File: src/rtl/rise_pulse2_pkg.sv
package rise_pulse2_pkg;
  localparam int unsigned STATE_W = 2;

  typedef enum logic [STATE_W-1:0] {
    ST_IDLE_LO = 2'd0,
    ST_PULSE_A = 2'd1,
    ST_PULSE_B = 2'd2,
    ST_WAIT_HI = 2'd3
  } pg_state_e;

  function automatic logic pg_out(input pg_state_e s);
    return (s == ST_PULSE_A) || (s == ST_PULSE_B);
  endfunction
endpackage

File: src/rtl/rise_pulse2_sampler.sv
module rise_pulse2_sampler #(
  parameter logic RST_VAL = 1'b0
) (
  input  logic clk_i,
  input  logic rst_ni,
  input  logic x_i,
  output logic x_s_o
);
  // falling-edge capture of the slow input
  always_ff @(negedge clk_i or negedge rst_ni) begin
    if (!rst_ni) x_s_o <= RST_VAL;
    else         x_s_o <= x_i;
  end
endmodule

File: src/rtl/rise_pulse2_edge.sv
module rise_pulse2_edge (
  input  logic clk_i,
  input  logic rst_ni,
  input  logic x_s_i,
  output logic rise_o
);
  logic prev_q;

  always_ff @(posedge clk_i or negedge rst_ni) begin
    if (!rst_ni) prev_q <= 1'b0;
    else         prev_q <= x_s_i;
  end

  assign rise_o = x_s_i & ~prev_q;
endmodule

File: src/rtl/rise_pulse2_fsm.sv
module rise_pulse2_fsm
  import rise_pulse2_pkg::*;
(
  input  logic clk_i,
  input  logic rst_ni,
  input  logic x_s_i,
  input  logic rise_i,
  output logic z_o
);
  pg_state_e state_q, state_d;

  always_comb begin
    state_d = state_q;
    unique case (state_q)
      ST_IDLE_LO: if (rise_i) state_d = ST_PULSE_A;
      ST_PULSE_A: state_d = ST_PULSE_B;
      ST_PULSE_B: state_d = x_s_i ? ST_WAIT_HI : ST_IDLE_LO;
      ST_WAIT_HI: if (!x_s_i) state_d = ST_IDLE_LO;
      default:    state_d = ST_IDLE_LO;
    endcase
  end

  always_ff @(posedge clk_i or negedge rst_ni) begin
    if (!rst_ni) state_q <= ST_IDLE_LO;
    else         state_q <= state_d;
  end

  assign z_o = pg_out(state_q);


  rise_starts_pulse_chk: assert property (@(posedge clk_i) disable iff (!rst_ni)
    $rose(z_o) |-> $past(rise_i));

  pulse_holds_chk: assert property (@(posedge clk_i) disable iff (!rst_ni)
    $rose(z_o) |=> z_o);

  pulse_ends_chk: assert property (@(posedge clk_i) disable iff (!rst_ni)
    (z_o && $past(z_o)) |=> !z_o);

  no_spurious_pulse_chk: assert property (@(posedge clk_i) disable iff (!rst_ni)
    (!z_o && !rise_i) |=> !z_o);

  fall_no_pulse_chk: assert property (@(posedge clk_i) disable iff (!rst_ni)
    (!x_s_i && !z_o) |=> !z_o);
endmodule

File: src/rtl/rise_pulse2_gen.sv
module rise_pulse2_gen (
  input  logic clk_i,
  input  logic rst_ni,
  input  logic x_i,
  output logic z_o
);
  logic x_s, rise;

  rise_pulse2_sampler #(.RST_VAL(1'b0)) u_smp (
    .clk_i (clk_i),
    .rst_ni(rst_ni),
    .x_i   (x_i),
    .x_s_o (x_s)
  );

  rise_pulse2_edge u_edge (
    .clk_i (clk_i),
    .rst_ni(rst_ni),
    .x_s_i (x_s),
    .rise_o(rise)
  );

  rise_pulse2_fsm u_fsm (
    .clk_i (clk_i),
    .rst_ni(rst_ni),
    .x_s_i (x_s),
    .rise_i(rise),
    .z_o   (z_o)
  );


  reset_quiet_chk: assert property (@(posedge clk_i) !rst_ni |-> !z_o);
endmodule

File: config.mk
export PLATFORM = sky130hd
export DESIGN_NAME = rise_pulse2_gen
export DESIGN_NICKNAME = d
export VERILOG_FILES = /design/src/rtl/rise_pulse2_pkg.sv /design/src/rtl/rise_pulse2_sampler.sv /design/src/rtl/rise_pulse2_edge.sv /design/src/rtl/rise_pulse2_fsm.sv /design/src/rtl/rise_pulse2_gen.sv
export SDC_FILE = /design/constraint.sdc
export NUM_CORES = 1
export LEC_CHECK = 0
export BUFFER_PORTS_ARGS = -buffer_cell sky130_fd_sc_hd__buf_2
export CAP_MARGIN = 40
export CORE_AREA = 3 3 40 42
export DETAILED_ROUTE_END_ITERATION = 8
export DIE_AREA = 0 0 43 45
export PLACE_DENSITY = 0.39
export SYNTH_ARGS = -nofsm -noshare
export SYNTH_HDL_FRONTEND = slang
export SYNTH_SLANG_ARGS = --single-unit
File: constraint.sdc
create_clock -name clk_i -period 2.33 [get_ports clk_i]
set_input_delay 0.1165 -clock clk_i [delete_from_list [all_inputs] [get_ports clk_i]]
set_output_delay 0.1165 -clock clk_i [all_outputs]
set_load 0.03 [all_outputs]
# [After elaboration in Yosys (flattened, before gate mapping)]
# Cells that the tools add are included.
[word_totals] ff_bits=4 elab_cells=17
[classes] eq_ne=5 mux=4 n_bitwise=2 n_reduce_logical=3
[ops] op="$pmux W2 S4" count=1
[ops] op="$mux W2" count=3
[ops] op="$eq A2 B2 Y1 const B" count=2
[ops] op="$ne A2 B2 Y1 const B" count=2
[ops] op="$eq A2 B1 Y1 const B" count=1
[ops] op="$logic_not A2 Y1" count=1
[ops] op="$reduce_and A2 Y1" count=1
[ops] op="$and A1 B1 Y1" count=1
[ops] op="$logic_or A1 B1 Y1" count=1
[ops] op="$not A1 Y1" count=1

# [Depth between registers and ports, before layout]
# Gate-level depths: netlist (run 1).
[depth] depth_word=4 ltp_mapped=4

# [Cells and area by module]
# Synthesis (run 1) repeated with hierarchy kept, for this count alone.
[unflattened] cells_unflattened=18 area_unflattened_um2=237.7
[modules_own_cells] module="rise_pulse2_fsm" instances=1 cells_per_inst=15 area_per_inst_um2=173.9 seq_area_each_um2=50.0
[modules_own_cells] module="rise_pulse2_edge" instances=1 cells_per_inst=2 area_per_inst_um2=38.8 seq_area_each_um2=25.0
[modules_own_cells] module="rise_pulse2_sampler" instances=1 cells_per_inst=1 area_per_inst_um2=25.0 seq_area_each_um2=25.0

==> summary.txt, run 1 <==
Run status
  – Status: completed

Die
  – Total Die Area: 1940 um^2
  – Effective utilization at floorplan: 16.3%
  – Die Span X: 43 um
  – Core box area: 1280 um^2
  – Rows: 13
  – Floorplan die height: 45 um
  – I/O pin count: 4

Power
  – IR Drop Worst-Case VDD: 0.442 mV
  – Switching power total: 164 uW
  – Static leakage: 0.000145 uW
  – Part of the total power dissipated in sequential elements: 25.8%
  – Total power per unit cell area: 1350 nW/um^2
  – Internal power component: 236 uW
  – Clock power share: 23.1%
  – Switching Fraction: 41.1%
  – Combinational fraction of design power: 51.1%

Route
  – Vias post-DR: 154
  – Residual DRC: 0
  – Violation count after the first detailed-routing iteration: 0
  – Vias per Instance: 3.76
  – Routed WL per cell: 8.95 um
  – TritonRoute pass-1 iters: 1
  – Number of routed nets with antenna violations: 0
  – Final wirelength: 367 um

Place
  – Post-placement cell area: 250 um^2
  – Count of port buffers added during placement: 3
  – RePlAce Congestion: 0.617
  – Number of placed instances with taps included: 36

Timing
  – Least-Margin Pin Slew: 0.201 ns
  – Final setup TNS: 0 ns
  – Max Transition Viols Final: 0
  – Setup repair after global routing missed its margin: false
  – Number of failing setup endpoints in the final timing report: 0
  – Slew headroom: 86.6%
  – Skew final: 0.0144 ns
  – Hold Vio Cnt, Final: 0

Setup path
  – Maximum net fanout on the critical path: 4
  – Type of the worst setup path: register to register
  – Worst setup SP type: register
  – Worst Path Arrival: 2.42 ns
  – Depth of the most critical reg-to-reg path: 3
  – Endpoint kind of the worst setup timing path: register
  – Data required time of the critical path: 2.48 ns
  – Crit Reg-Reg Startpoint: u_smp.x_s_o
  – Reg2reg setup slack: 0.06 ns
  – Worst r2r dst: u_fsm.state_q[1]

Clocking
  – Clock transition at the register clock pins on the worst setup and hold paths after CTS: 0.04 ns
  – Clk buf depth: 2
  – Clock insertion delay at the later pin of the skew report: 0.24 ns
  – Root Buffer Master: clkbuf_4
  – Deepest level of the CTS H-tree: 1
  – Clock tree from TritonCTS: built
  – Setup Buffers After CTS: 0
  – Sinks on the clock net: 4
  – Cts bufs inserted: 3

Global route
  – Total global routing overflow: 0
  – Number of antenna violations at the first check in global routing: 0
  – Wire length of the first global-routing pass: 538 um
  – Vias in the first global route: 152
  – GRT Util Overall: 4.43%
  – Pin count of the biggest net entering global routing: 6

Finish
  – Number of fillers in the final layout: 141
  – Area of all placed cells without fillers: 297 um^2
  – Growth of design area from synthesis to finish: 41.9%
  – Footprint of the multi-input gates: 111 um^2
  – Commonest cells after routing, fill and taps aside: ha_1 (4), clkbuf_4 (3), buf_2 (3), dfrtp_1 (3)
  – Fraction of layout cells with a size suffix above 1: 34.6%
  – Non-filler instance count after layout: 41
  – N_diodes: 0
  – NumNets Final: 34
  – Sequential cell area: 100 um^2
  – Final core utilization: 23.1%
  – Most frequent standard cell in the layout excluding fill and tap cells: ha_1

Yosys
  – Flip-flop and latch count after synthesis: 4
  – Post-Syn Area: 209 um^2
  – Net count after synthesis: 24
  – Distinct cell type count after synthesis: 9
  – Cells after synthesis: 17
  – Synth warn: 0
  – Synthesized area per cell: 12.3 um^2
  – Sequential cell area fraction in the yosys report: 47.9%

Job
  – Max cap viols: 0

Min path
  – Worst Hold Class: primary input to async pin
stage by stage:
stage	setup WS, ns	hold slack (ns)	power, uW
floorplan	0.0850	-0.179	250
global placement	0.0395	-0.0795	283
detailed placement	0.0487	-0.0764	285
CTS	0.0369	0.201	386
global route	0.000514	0.240	434
finish	0.0600	0.218	400
sequential cells by signal, summed over array words and instances (netlist names):
register,cells
u_fsm.state_q,2
u_smp.x_s_o,1
u_edge.prev_q,1
critical path, cell delays in order (launching register included):
cell	delay (ns)
dfrtn_1	0.35
buf_4	0.15
a221o_1	0.32
a22oi_2	0.19
worst max-delay path by stage:
stage,startpoint,cells past startpoint,to,slack [ns]
after global routing,u_smp.x_s_o,3,u_fsm.state_q[1],0.0005
after detailed placement,u_smp.x_s_o,3,u_fsm.state_q[1],0.05
after CTS,u_smp.x_s_o,3,u_fsm.state_q[1],0.04
after floorplan,u_smp.x_s_o,3,u_fsm.state_q[1],0.08
final,u_smp.x_s_o,3,u_fsm.state_q[1],0.06
after global placement,u_smp.x_s_o,3,u_fsm.state_q[1],0.04
kinds of logic (layout without fill, tap and decap cells):
logic type	count (synthesis)	after routing	synth area share, %
AO/OA/AOI/OAI	5	5	16.8
adder cells (fa/ha/maj)	4	4	24.0
flip-flops	4	4	47.9
buffers and inverters	2	11	3.59
multiplexers	1	1	4.79
AND/OR/NAND/NOR	1	1	3.00
cells in the mapped netlist:
| cell | instances | area, um^2 |
|---|---|---|
| dfrtp_1 | 3 | 75.1 |
| ha_1 | 4 | 50.1 |
| a22oi_1 | 2 | 15.0 |
| dfrtn_1 | 1 | 25.0 |
| nand2b_1 | 1 | 6.26 |
| a21oi_1 | 2 | 10.0 |
| a221o_1 | 1 | 10.0 |
| mux2i_1 | 1 | 10.0 |
| inv_1 | 2 | 7.51 |
layer usage:
layer,part of all wire (%),GRT usage [%]
met1,46,4.39
met4,0,7.23
met2,49,5.09
met5,0,0
met3,4.9,2.39
power groups by stage:
stage	Clock, uW	Sequential [uW]	Combinational, uW
after CTS	98.1	104	185
after global placement	0	103	180
after floorplan	0	102	148
final	92.5	103	204
after global routing	100	107	227
after detailed placement	0	105	181
final cells by class:
| type | instances | share of cell area [%] |
|---|---|---|
| multi-input combinational | 11 | 37.6 |
| sequential | 4 | 33.8 |
| timing repair buffer | 5 | 11.0 |
| clock buffer | 4 | 8.86 |
| tap | 15 | 6.33 |
| inverter | 2 | 2.53 |
repair_timing:
item,4_1_cts,5_1_grt
hold endpoints to repair,3,0
endpoints found under the setup margin,0,1
gates resized for setup,0,2
hold buffers,1,0
(Power assumes the default switching activity.)
==> run 2: changes to the inputs <==
--- a/config.mk
+++ b/config.mk
@@ -7,10 +7,12 @@
 export LEC_CHECK = 0
 export BUFFER_PORTS_ARGS = -buffer_cell sky130_fd_sc_hd__buf_2
 export CAP_MARGIN = 40
+export CELL_PAD_IN_SITES_DETAIL_PLACEMENT = 1
+export CELL_PAD_IN_SITES_GLOBAL_PLACEMENT = 2
 export CORE_AREA = 3 3 40 42
 export DETAILED_ROUTE_END_ITERATION = 8
 export DIE_AREA = 0 0 43 45
-export PLACE_DENSITY = 0.39
+export PLACE_DENSITY = 0.49
 export SYNTH_ARGS = -nofsm -noshare
 export SYNTH_HDL_FRONTEND = slang
 export SYNTH_SLANG_ARGS = --single-unit
==> summary.txt, run 2 (synthesized netlist as in run 1, its figures left out) <==
Setup path
  – Buf+Inv Stages, Crit Path: 1
  – Setup crit start: u_smp.x_s_o
  – Worst setup SP type: register
  – Reg2reg setup slack: 0.08 ns
  – Data required time of the critical path: 2.48 ns
  – Endpoint kind of the worst setup timing path: register
  – Max stage delay cell, worst path: dfrtn_1
  – Worst Path Arrival: 2.40 ns
  – Type of the worst setup path: register to register
  – Maximum net fanout on the critical path: 4
  – Crit Reg-Reg Startpoint: u_smp.x_s_o
  – Critical path, cell by cell: buf_4 -> a221o_1 -> a22oi_2
  – Cell family with most CP delay: compound AO/OA/AOI/OAI gates
  – Slowest cell delay on critical path: 0.35 ns

Clocking
  – Clock tree from TritonCTS: built
  – Setup Buffers After CTS: 0
  – Deepest level of the CTS H-tree: 1
  – Clock insertion delay at the later pin of the skew report: 0.24 ns
  – Clk buf depth: 2
  – Root Buffer Master: clkbuf_4
  – Sinks on the clock net: 4
  – Clock transition at the register clock pins on the worst setup and hold paths after CTS: 0.04 ns
  – Cts bufs inserted: 3

Global route
  – Number of antenna violations at the first check in global routing: 0
  – Total global routing overflow: 0
  – Pin count of the biggest net entering global routing: 6
  – GRT Util Overall: 5.60%
  – Vias in the first global route: 176
  – Wire length of the first global-routing pass: 676 um

Route
  – TritonRoute pass-1 iters: 1
  – Number of routed nets with antenna violations: 0
  – Routed WL per cell: 9.02 um
  – Final wirelength: 370 um
  – Highest routed layer: met4
  – Met3 WL post-DR: 30 um
  – Detail Route met2 WL: 180 um
  – M1 WL: 137 um
  – Vias post-DR: 167
  – Vias per Instance: 4.07
  – Residual DRC: 0
  – Violation count after the first detailed-routing iteration: 0

Finish
  – Non-filler instance count after layout: 41
  – Regs by FF count: u_fsm.state_q x2, u_edge.prev_q x1, u_smp.x_s_o x1
  – Fraction of layout cells with a size suffix above 1: 34.6%
  – Growth of design area from synthesis to finish: 41.9%
  – N_diodes: 0
  – Most frequent standard cell in the layout excluding fill and tap cells: ha_1
  – Sequential cell area: 100 um^2
  – Commonest cells after routing, fill and taps aside: ha_1 (4), clkbuf_4 (3), buf_2 (3), dfrtp_1 (3)
  – NumNets Final: 34
  – Register with the most flip-flops: u_fsm.state_q
  – Largest register FFs: 2
  – Number of fillers in the final layout: 145
  – Footprint of the multi-input gates: 111 um^2
  – Final core utilization: 23.1%

Place
  – Count of port buffers added during placement: 3
  – RePlAce Congestion: 0.592
  – HPWL after detailed placement: 262 um
  – Number of placed instances with taps included: 36

Die
  – I/O pin count: 4
  – Rows: 13
  – Total Die Area: 1940 um^2
  – Die Span X: 43 um
  – Floorplan die height: 45 um
  – Core box area: 1280 um^2
  – Effective utilization at floorplan: 16.3%

Timing
  – Number of failing setup endpoints in the final timing report: 0
  – Hold Vio Cnt, Final: 0
  – Slew headroom: 85.3%
  – Setup repair after global routing missed its margin: false
  – Least-Margin Pin Slew: 0.220 ns
  – Skew final: 0.0140 ns
  – Final setup TNS: 0 ns
  – Max Transition Viols Final: 0

Power
  – IR Drop Worst-Case VDD: 0.451 mV
  – Static leakage: 0.000145 uW
  – Total power per unit cell area: 1350 nW/um^2

Run status
  – Status: completed

Min path
  – Worst Hold Class: primary input to async pin

Job
  – Max cap viols: 0
-- run 2: cell counts in the layout (fill, tap and decap cells not counted) --
No cell type changed its count.
-- run 2: worst register-to-register path: cells and delay by family, from the launching register on --
| family | cells | cell delay, ns |
|---|---|---|
| flip-flops | 1 | 0.35 |
| AO/OA/AOI/OAI | 2 | 0.50 |
| buffers and inverters | 1 | 0.15 |
-- run 2: worst paths after layout --
check	depth (start not counted)	end
max	3	u_fsm.state_q[1]
max in group asynchronous	2	u_smp.x_s_o
min	2	u_fsm.state_q[0]
max reg2reg	3	u_fsm.state_q[1]
min reg2reg	2	u_fsm.state_q[0]
min in group clk_i	2	u_fsm.state_q[0]
-- run 2: stage by stage --
stage          hold slack [ns]  power [uW]  setup WS [ns]  cell area [um^2]
4_1_cts                  0.201         390         0.0284               287
6_report                 0.208         400         0.0810               297
5_1_grt                  0.215         449         0.0126               297
3_5_place_dp           -0.0763         288         0.0378               250
2_1_floorplan           -0.179         250         0.0850               209
3_3_place_gp           -0.0788         287         0.0370               250
-- run 2: timing repair --
| item | CTS | global route |
|---|---|---|
| resized for setup | 0 | 2 |
| hold endpoints to repair | 3 | 0 |
| endpoints found under the setup margin | 0 | 1 |
| hold buffers | 1 | 0 |
-- run 2: final cells by class --
cell class | instances | share of cell area, %
inverters | 2 | 2.53
clock buffers | 4 | 8.86
repair buffers | 5 | 11.0
well taps | 15 | 6.33
flip-flops and latches | 4 | 33.8
multi-input cells | 11 | 37.6
-- run 2: power by group --
| group | leakage (uW) | internal [uW] | switching (uW) |
|---|---|---|---|
| Sequential | 0.0000473 | 90.8 | 11.7 |
| Combinational | 0.0000824 | 80.0 | 124 |
| Clock | 0.0000150 | 64.3 | 29.1 |
| Total | 0.000145 | 235 | 165 |
-- run 2: metal layers --
layer	vias to the layer above	global-route usage, %
li1	78	-
met1	79	4.87
met2	7	7.49
met3	3	2.79
met4	0	9.04
met5	-	0
